===== src/rtl/mdm_pkg.sv =====
package mdm_pkg;
   typedef enum logic {
      SEL_CTRL = 1'b0,
      SEL_STAT = 1'b1
   } mdm_sel_e;

   localparam int LINES = 4;

   // Line order inside every 4-bit vector; it is also the order of the
   // change flags (status bits 3:0) and of the levels (status bits 7:4).
   localparam int L_CTS = 0;
   localparam int L_DSR = 1;
   localparam int L_RI  = 2;
   localparam int L_DCD = 3;

   // Lines whose flag reacts only to a return to the inactive level
   localparam logic [LINES-1:0] TRAIL_ONLY = 4'b0100;
endpackage


===== src/rtl/mdm_sync.sv =====
module mdm_sync #(
   parameter int W      = 4,
   parameter int STAGES = 2
) (
   input  logic         clk,
   input  logic         rst_n,
   input  logic [W-1:0] async_n,
   output logic [W-1:0] sync_n
);
   if (STAGES < 2) begin : g_bad_stages
      $error("mdm_sync: STAGES must be at least 2");
   end

   logic [W-1:0] pipe [STAGES];

   for (genvar s = 0; s < STAGES; s++) begin : g_stage
      always_ff @(posedge clk or negedge rst_n) begin
         if (!rst_n) begin
            pipe[s] <= '1;
         end else if (s == 0) begin
            pipe[s] <= async_n;
         end else begin
            pipe[s] <= pipe[s-1];
         end
      end
   end

   assign sync_n = pipe[STAGES-1];
endmodule


===== src/rtl/mdm_edge.sv =====
module mdm_edge #(
   parameter int             W    = 4,
   parameter logic [W-1:0]   MASK = '0
) (
   input  logic         clk,
   input  logic         rst_n,
   input  logic [W-1:0] cur_n,
   output logic [W-1:0] prev_n,
   output logic [W-1:0] chg
);
   always_ff @(posedge clk or negedge rst_n) begin
      if (!rst_n) begin
         prev_n <= '1;
      end else begin
         prev_n <= cur_n;
      end
   end

   for (genvar i = 0; i < W; i++) begin : g_line
      if (MASK[i]) begin : g_trail
         assign chg[i] = cur_n[i] & ~prev_n[i];
      end else begin : g_any
         assign chg[i] = cur_n[i] ^ prev_n[i];
      end
   end
endmodule


===== src/rtl/mdm_flags.sv =====
module mdm_flags #(
   parameter int W = 4
) (
   input  logic         clk,
   input  logic         rst_n,
   input  logic         clr,
   input  logic [W-1:0] chg,
   output logic [W-1:0] flags
);
   logic [W-1:0] kept;

   // A set in the clearing cycle wins over the clear
   assign kept = clr ? '0 : flags;

   always_ff @(posedge clk or negedge rst_n) begin
      if (!rst_n) begin
         flags <= '0;
      end else begin
         flags <= kept | chg;
      end
   end
endmodule


===== src/rtl/mdm_ctrl.sv =====
module mdm_ctrl #(
   parameter int DW = 8
) (
   input  logic          clk,
   input  logic          rst_n,
   input  logic          we,
   input  logic [DW-1:0] wdata,
   input  logic          loop_mode,
   output logic [DW-1:0] ctrl,
   output logic          dtr_n,
   output logic          rts_n
);
   localparam int B_DTR = 0;
   localparam int B_RTS = 1;

   always_ff @(posedge clk or negedge rst_n) begin
      if (!rst_n) begin
         ctrl <= '0;
      end else if (we) begin
         ctrl <= wdata;
      end
   end

   assign dtr_n = loop_mode | ~ctrl[B_DTR];
   assign rts_n = loop_mode | ~ctrl[B_RTS];
endmodule


===== src/rtl/uart_modem_ctl.sv =====
module uart_modem_ctl
   import mdm_pkg::*;
#(
   parameter int DW     = 8,
   parameter int NSYNC  = 2
) (
   input  logic          clk,
   input  logic          rst_n,
   input  logic          wr_en,
   input  logic          rd_en,
   input  logic          addr,
   input  logic [DW-1:0] wdata,
   output logic [DW-1:0] rdata,
   input  logic          loop_mode,
   input  logic          msi_en,
   input  logic          cts_n,
   input  logic          dsr_n,
   input  logic          dcd_n,
   input  logic          ri_n,
   output logic          dtr_n,
   output logic          rts_n,
   output logic          irq
);
   localparam int SW = 2 * LINES;

   if (DW < SW) begin : g_bad_dw
      $error("uart_modem_ctl: DW must be at least 8");
   end

   logic [LINES-1:0] raw_n, sync_n, prev_n, chg, flags_q;
   logic [DW-1:0]    ctrl_q;
   logic [SW-1:0]    stat;
   logic             ctrl_we, stat_rd;

   assign raw_n[L_CTS] = cts_n;
   assign raw_n[L_DSR] = dsr_n;
   assign raw_n[L_RI]  = ri_n;
   assign raw_n[L_DCD] = dcd_n;

   assign ctrl_we = wr_en & (mdm_sel_e'(addr) == SEL_CTRL);
   assign stat_rd = rd_en & (mdm_sel_e'(addr) == SEL_STAT);

   mdm_sync #(.W(LINES), .STAGES(NSYNC)) u_sync (
      .clk     (clk),
      .rst_n   (rst_n),
      .async_n (raw_n),
      .sync_n  (sync_n)
   );

   mdm_edge #(.W(LINES), .MASK(TRAIL_ONLY)) u_edge (
      .clk    (clk),
      .rst_n  (rst_n),
      .cur_n  (sync_n),
      .prev_n (prev_n),
      .chg    (chg)
   );

   mdm_flags #(.W(LINES)) u_flags (
      .clk   (clk),
      .rst_n (rst_n),
      .clr   (stat_rd),
      .chg   (chg),
      .flags (flags_q)
   );

   mdm_ctrl #(.DW(DW)) u_ctrl (
      .clk       (clk),
      .rst_n     (rst_n),
      .we        (ctrl_we),
      .wdata     (wdata),
      .loop_mode (loop_mode),
      .ctrl      (ctrl_q),
      .dtr_n     (dtr_n),
      .rts_n     (rts_n)
   );

   assign stat = {~sync_n, flags_q};

   always_comb begin
      rdata = '0;
      if (mdm_sel_e'(addr) == SEL_STAT) begin
         rdata[SW-1:0] = stat;
      end else begin
         rdata = ctrl_q;
      end
   end

   assign irq = msi_en & (|flags_q);
endmodule


===== config.mk =====
export PLATFORM = sky130hd
export DESIGN_NAME = uart_modem_ctl
export DESIGN_NICKNAME = d
export VERILOG_FILES = /design/src/rtl/mdm_pkg.sv /design/src/rtl/mdm_sync.sv /design/src/rtl/mdm_edge.sv /design/src/rtl/mdm_flags.sv /design/src/rtl/mdm_ctrl.sv /design/src/rtl/uart_modem_ctl.sv
export SDC_FILE = /design/constraint.sdc
export NUM_CORES = 1
export LEC_CHECK = 0
export BUFFER_PORTS_ARGS = -buffer_cell sky130_fd_sc_hd__buf_2
export CAP_MARGIN = 10
export CORE_MARGIN = 5
export CORE_UTILIZATION = 45
export CTS_BUF_LIST = sky130_fd_sc_hd__clkbuf_2
export CTS_CLUSTER_SIZE = 30
export DETAILED_ROUTE_END_ITERATION = 10
export PLACE_DENSITY = 0.76
export SKIP_CTS_REPAIR_TIMING = 1
export SYNTH_ARGS = -nofsm -noshare
export SYNTH_HDL_FRONTEND = slang
export SYNTH_HIERARCHICAL = 1
export SYNTH_SLANG_ARGS = --single-unit

===== constraint.sdc =====
create_clock -name clk -period 2.1 [get_ports clk]
set_clock_uncertainty 0.15 [all_clocks]
set_input_delay 0.105 -clock clk [delete_from_list [all_inputs] [get_ports clk]]
set_output_delay 0.105 -clock clk [all_outputs]
set_load 0.02 [all_outputs]

==> summary.md <==
| Metric | Value |
|---|---|
| First-pass GRT wire length | `2480 um` |
| Top FF cell, synth | `dfstp_2` |
| Wire per inst | `12.1 um` |
| Tcrit/Tclk final | `0.764` |
| Max Cap Violations | `0` |
| Leak | `0.627 nW` |
| CTS tree | `done` |
| Worst setup SP type | `register` |
| Starting DRT DRC Count | `12` |
| Dominant cells by area after synthesis | `dfstp_2, dfrtp_1, mux2_4, mux2i_1, a21o_1` |
| Largest net degree at the start of global routing | `25` |
| Max VDD drop | `0.484 mV` |
| Crit Path Category | `register to output pin` |
| CP delay by family, top | `flip-flops` |
| Clock share of power | `0.181` |
| IO Port Bufs | `29` |
| Switching power | `0.235 mW` |
| Combinational power share | `0.218` |
| Synthesized cell area | `1010 sq um` |
| GRT Residual Overflow | `0` |
| Post-route ant nets | `0` |
| Final hold violation count | `0` |
| DP HPWL | `1140 um` |
| Sink Count | `24` |
| Vias/cell | `4.45` |
| Final setup viols | `0` |
| P per Cell Area | `701 nW/um^2` |
| Top cell type's share of synthesized area | `0.312` |
| Hold Crit Class | `primary input to register` |
| Drt pass-1 iters | `3` |
| Initial antenna violation count | `0` |
| Most frequent cells in the layout | `buf_2, dlygate4sd3_1, mux2_4, dfrtp_1, dfstp_2` |
| Placer Congestion | `0.693` |
| DRC Markers | `0` |
| Post-synth ARST share | `1.00` |
| Status | `complete, no violations` |
| Slew Viols, Final | `0` |
| Die Wd | `57.4 um` |
| Commonest non-fill, non-tap cell in the layout | `buf_2` |
| Slew @ Worst Pin | `0.494 ns` |
| Gr usage total | `0.101` |
| CP max-delay cell | `dfrtp_1` |
| Total Neg Setup Slack | `0 ns` |
| Die Area | `3290 sq um` |
| Layout cells sized above 1 | `0.567` |
| Final wirelength | `1600 um` |
| EDFF count, synth | `0` |
| Fmax | `0.623 GHz` |
| Sequential group share of total power | `0.601` |
| Die Y | `57.4 um` |
| CP arrival | `1.35 ns` |
| Bufs and invs on worst path | `1` |
| Reg2reg path depth | `2` |
| Synth-to-Final Area Change | `27.4%` |
| Critical Path RT | `1.85 ns` |
| Hold depth | `4` |
| Initial core utilization | `0.465` |
| Clock-pin slew on the worst setup and hold paths | `0.20 ns` |
| Largest area contributor in the netlist | `dfstp_2` |
| Hold path startpoint | `rd_en` |
| Worst Setup End Kind | `output pin` |
| Worst path max stage delay | `0.44 ns` |
| Max_slew headroom | `0.671` |
| Yosys warning count | `6` |
| Syn Inst Count | `64` |
| # nets final | `124` |
| Vias | `587` |
| Switching portion of total power | `0.261` |
| H-tree level count | `1` |
| FP Rows | `17` |
| RSZ-0062 raised after global routing | `no` |
| Final worst path period need | `1.61 ns` |
| Vias in the first global route | `556` |
| Int Pwr | `0.666 mW` |
| RR Endpoint | `u_flags/flags[0]` |
| CTS Root Cell | `clkbuf_2` |
| Post-Syn Nets | `83` |
| Syn avg cell area | `15.8 sq um` |
| Synth Register Bits | `24` |
| Unique cell type count in the Yosys netlist | `15` |
| Post-synthesis sequential area ratio | `0.610` |
| Worst R2R Start | `u_sync/sync_n[0]` |
| Worst skew pair latency | `0.31 ns` |
| Crit-path max FO | `3` |
| Core ar. | `2170 sq um` |
| IO Count | `30` |
| Num CTS Buffers | `3` |
| Crit-path cells | `o41a_1 -> buf_2` |
| Reg-to-reg slack, setup | `1.06 ns` |
| N_diodes | `0` |
| CTS max path bufs | `2` |
| Hold endpoint | `u_flags/flags[3]` |
| Finished Core Util | `0.593` |
power by group through the flow:
stage	combinational (mW)	clock (mW)	sequential, mW
6_report	0.196	0.163	0.542
4_1_cts	0.181	0.177	0.543
5_1_grt	0.213	0.196	0.549
3_5_place_dp	0.180	0	0.550
3_3_place_gp	0.176	0	0.547
2_1_floorplan	0.136	0	0.539
cell usage after synthesis (2+ instances only):
master / number
a21o_1: 4
buf_4: 4
buf_6: 2
dfrtp_1: 12
dfstp_2: 12
inv_1: 4
mux2_4: 12
mux2i_1: 4
nand2b_1: 2
xor2_1: 3
worst max path at each step:
stage	start	end	slack, ns	depth (start not counted)
2_1_floorplan	addr	u_ctrl/ctrl[0]	0.95	4
3_3_place_gp	addr	u_ctrl/ctrl[5]	0.79	3
3_5_place_dp	addr	u_ctrl/ctrl[2]	0.76	3
4_1_cts	u_flags/flags[3]	irq	0.46	2
5_1_grt	u_flags/flags[3]	irq	0.41	2
6_report	u_flags/flags[3]	irq	0.49	2
sequential cells by signal (all words and copies together) (netlist names):
| signal | cells |
|---|---|
| u_ctrl/ctrl | 8 |
| u_edge/prev_n | 4 |
| u_flags/flags | 4 |
| u_sync/pipe | 4 |
| u_sync/sync_n | 4 |
per-stage QoR:
step / hold WS (ns) / setup slack, ns / power [mW] / area, sq um / cells
3_3_place_gp: -0.0560 / 0.785 / 0.724 / 1140 / 115
5_1_grt: 0.0199 / 0.411 / 0.957 / 1290 / 132
2_1_floorplan: -0.341 / 0.947 / 0.675 / 1010 / 64
3_5_place_dp: -0.0534 / 0.757 / 0.730 / 1140 / 115
6_report: 0.0463 / 0.495 / 0.901 / 1290 / 132
4_1_cts: -0.449 / 0.461 / 0.901 / 1160 / 119
routing by layer:
| metal | global-route usage | vias to the layer above | wire length [um] |
|---|---|---|---|
| met5 | 0 | - | 0 |
| met4 | 0.0596 | 0 | 10 |
| met3 | 0.0317 | 2 | 110 |
| met2 | 0.160 | 20 | 814 |
| met1 | 0.120 | 277 | 663 |
| li1 | - | 288 | - |
cell families (layout without fill, tap and decap cells):
kind of cell / count (synthesis) / count (layout) / share of synthesized area
compound gates: 5 / 5 / 0.0409
xor+xnor: 3 / 3 / 0.0260
mux: 16 / 16 / 0.218
simple gates: 5 / 5 / 0.0347
buf+inv: 11 / 51 / 0.0706
flops: 24 / 24 / 0.610
final cells by class:
type	instances	area (sq um)
Tap cell	28	35.0
Clock inverter	1	3.75
Sequential cell	24	616
Clock buffer	3	15.0
Timing Repair Buffer	42	275
Inverter	5	18.8
Fill cell	174	883
Multi-Input combinational cell	29	323
tightest hold or removal path, delay by kind of cell:
family	cells	cell delay (ns)
and+or+nand+nor	1	0.13
buffers and inverters	2	0.12
AOI/OAI and AO/OA	1	0.14
Power figures use the tool's default switching activity.
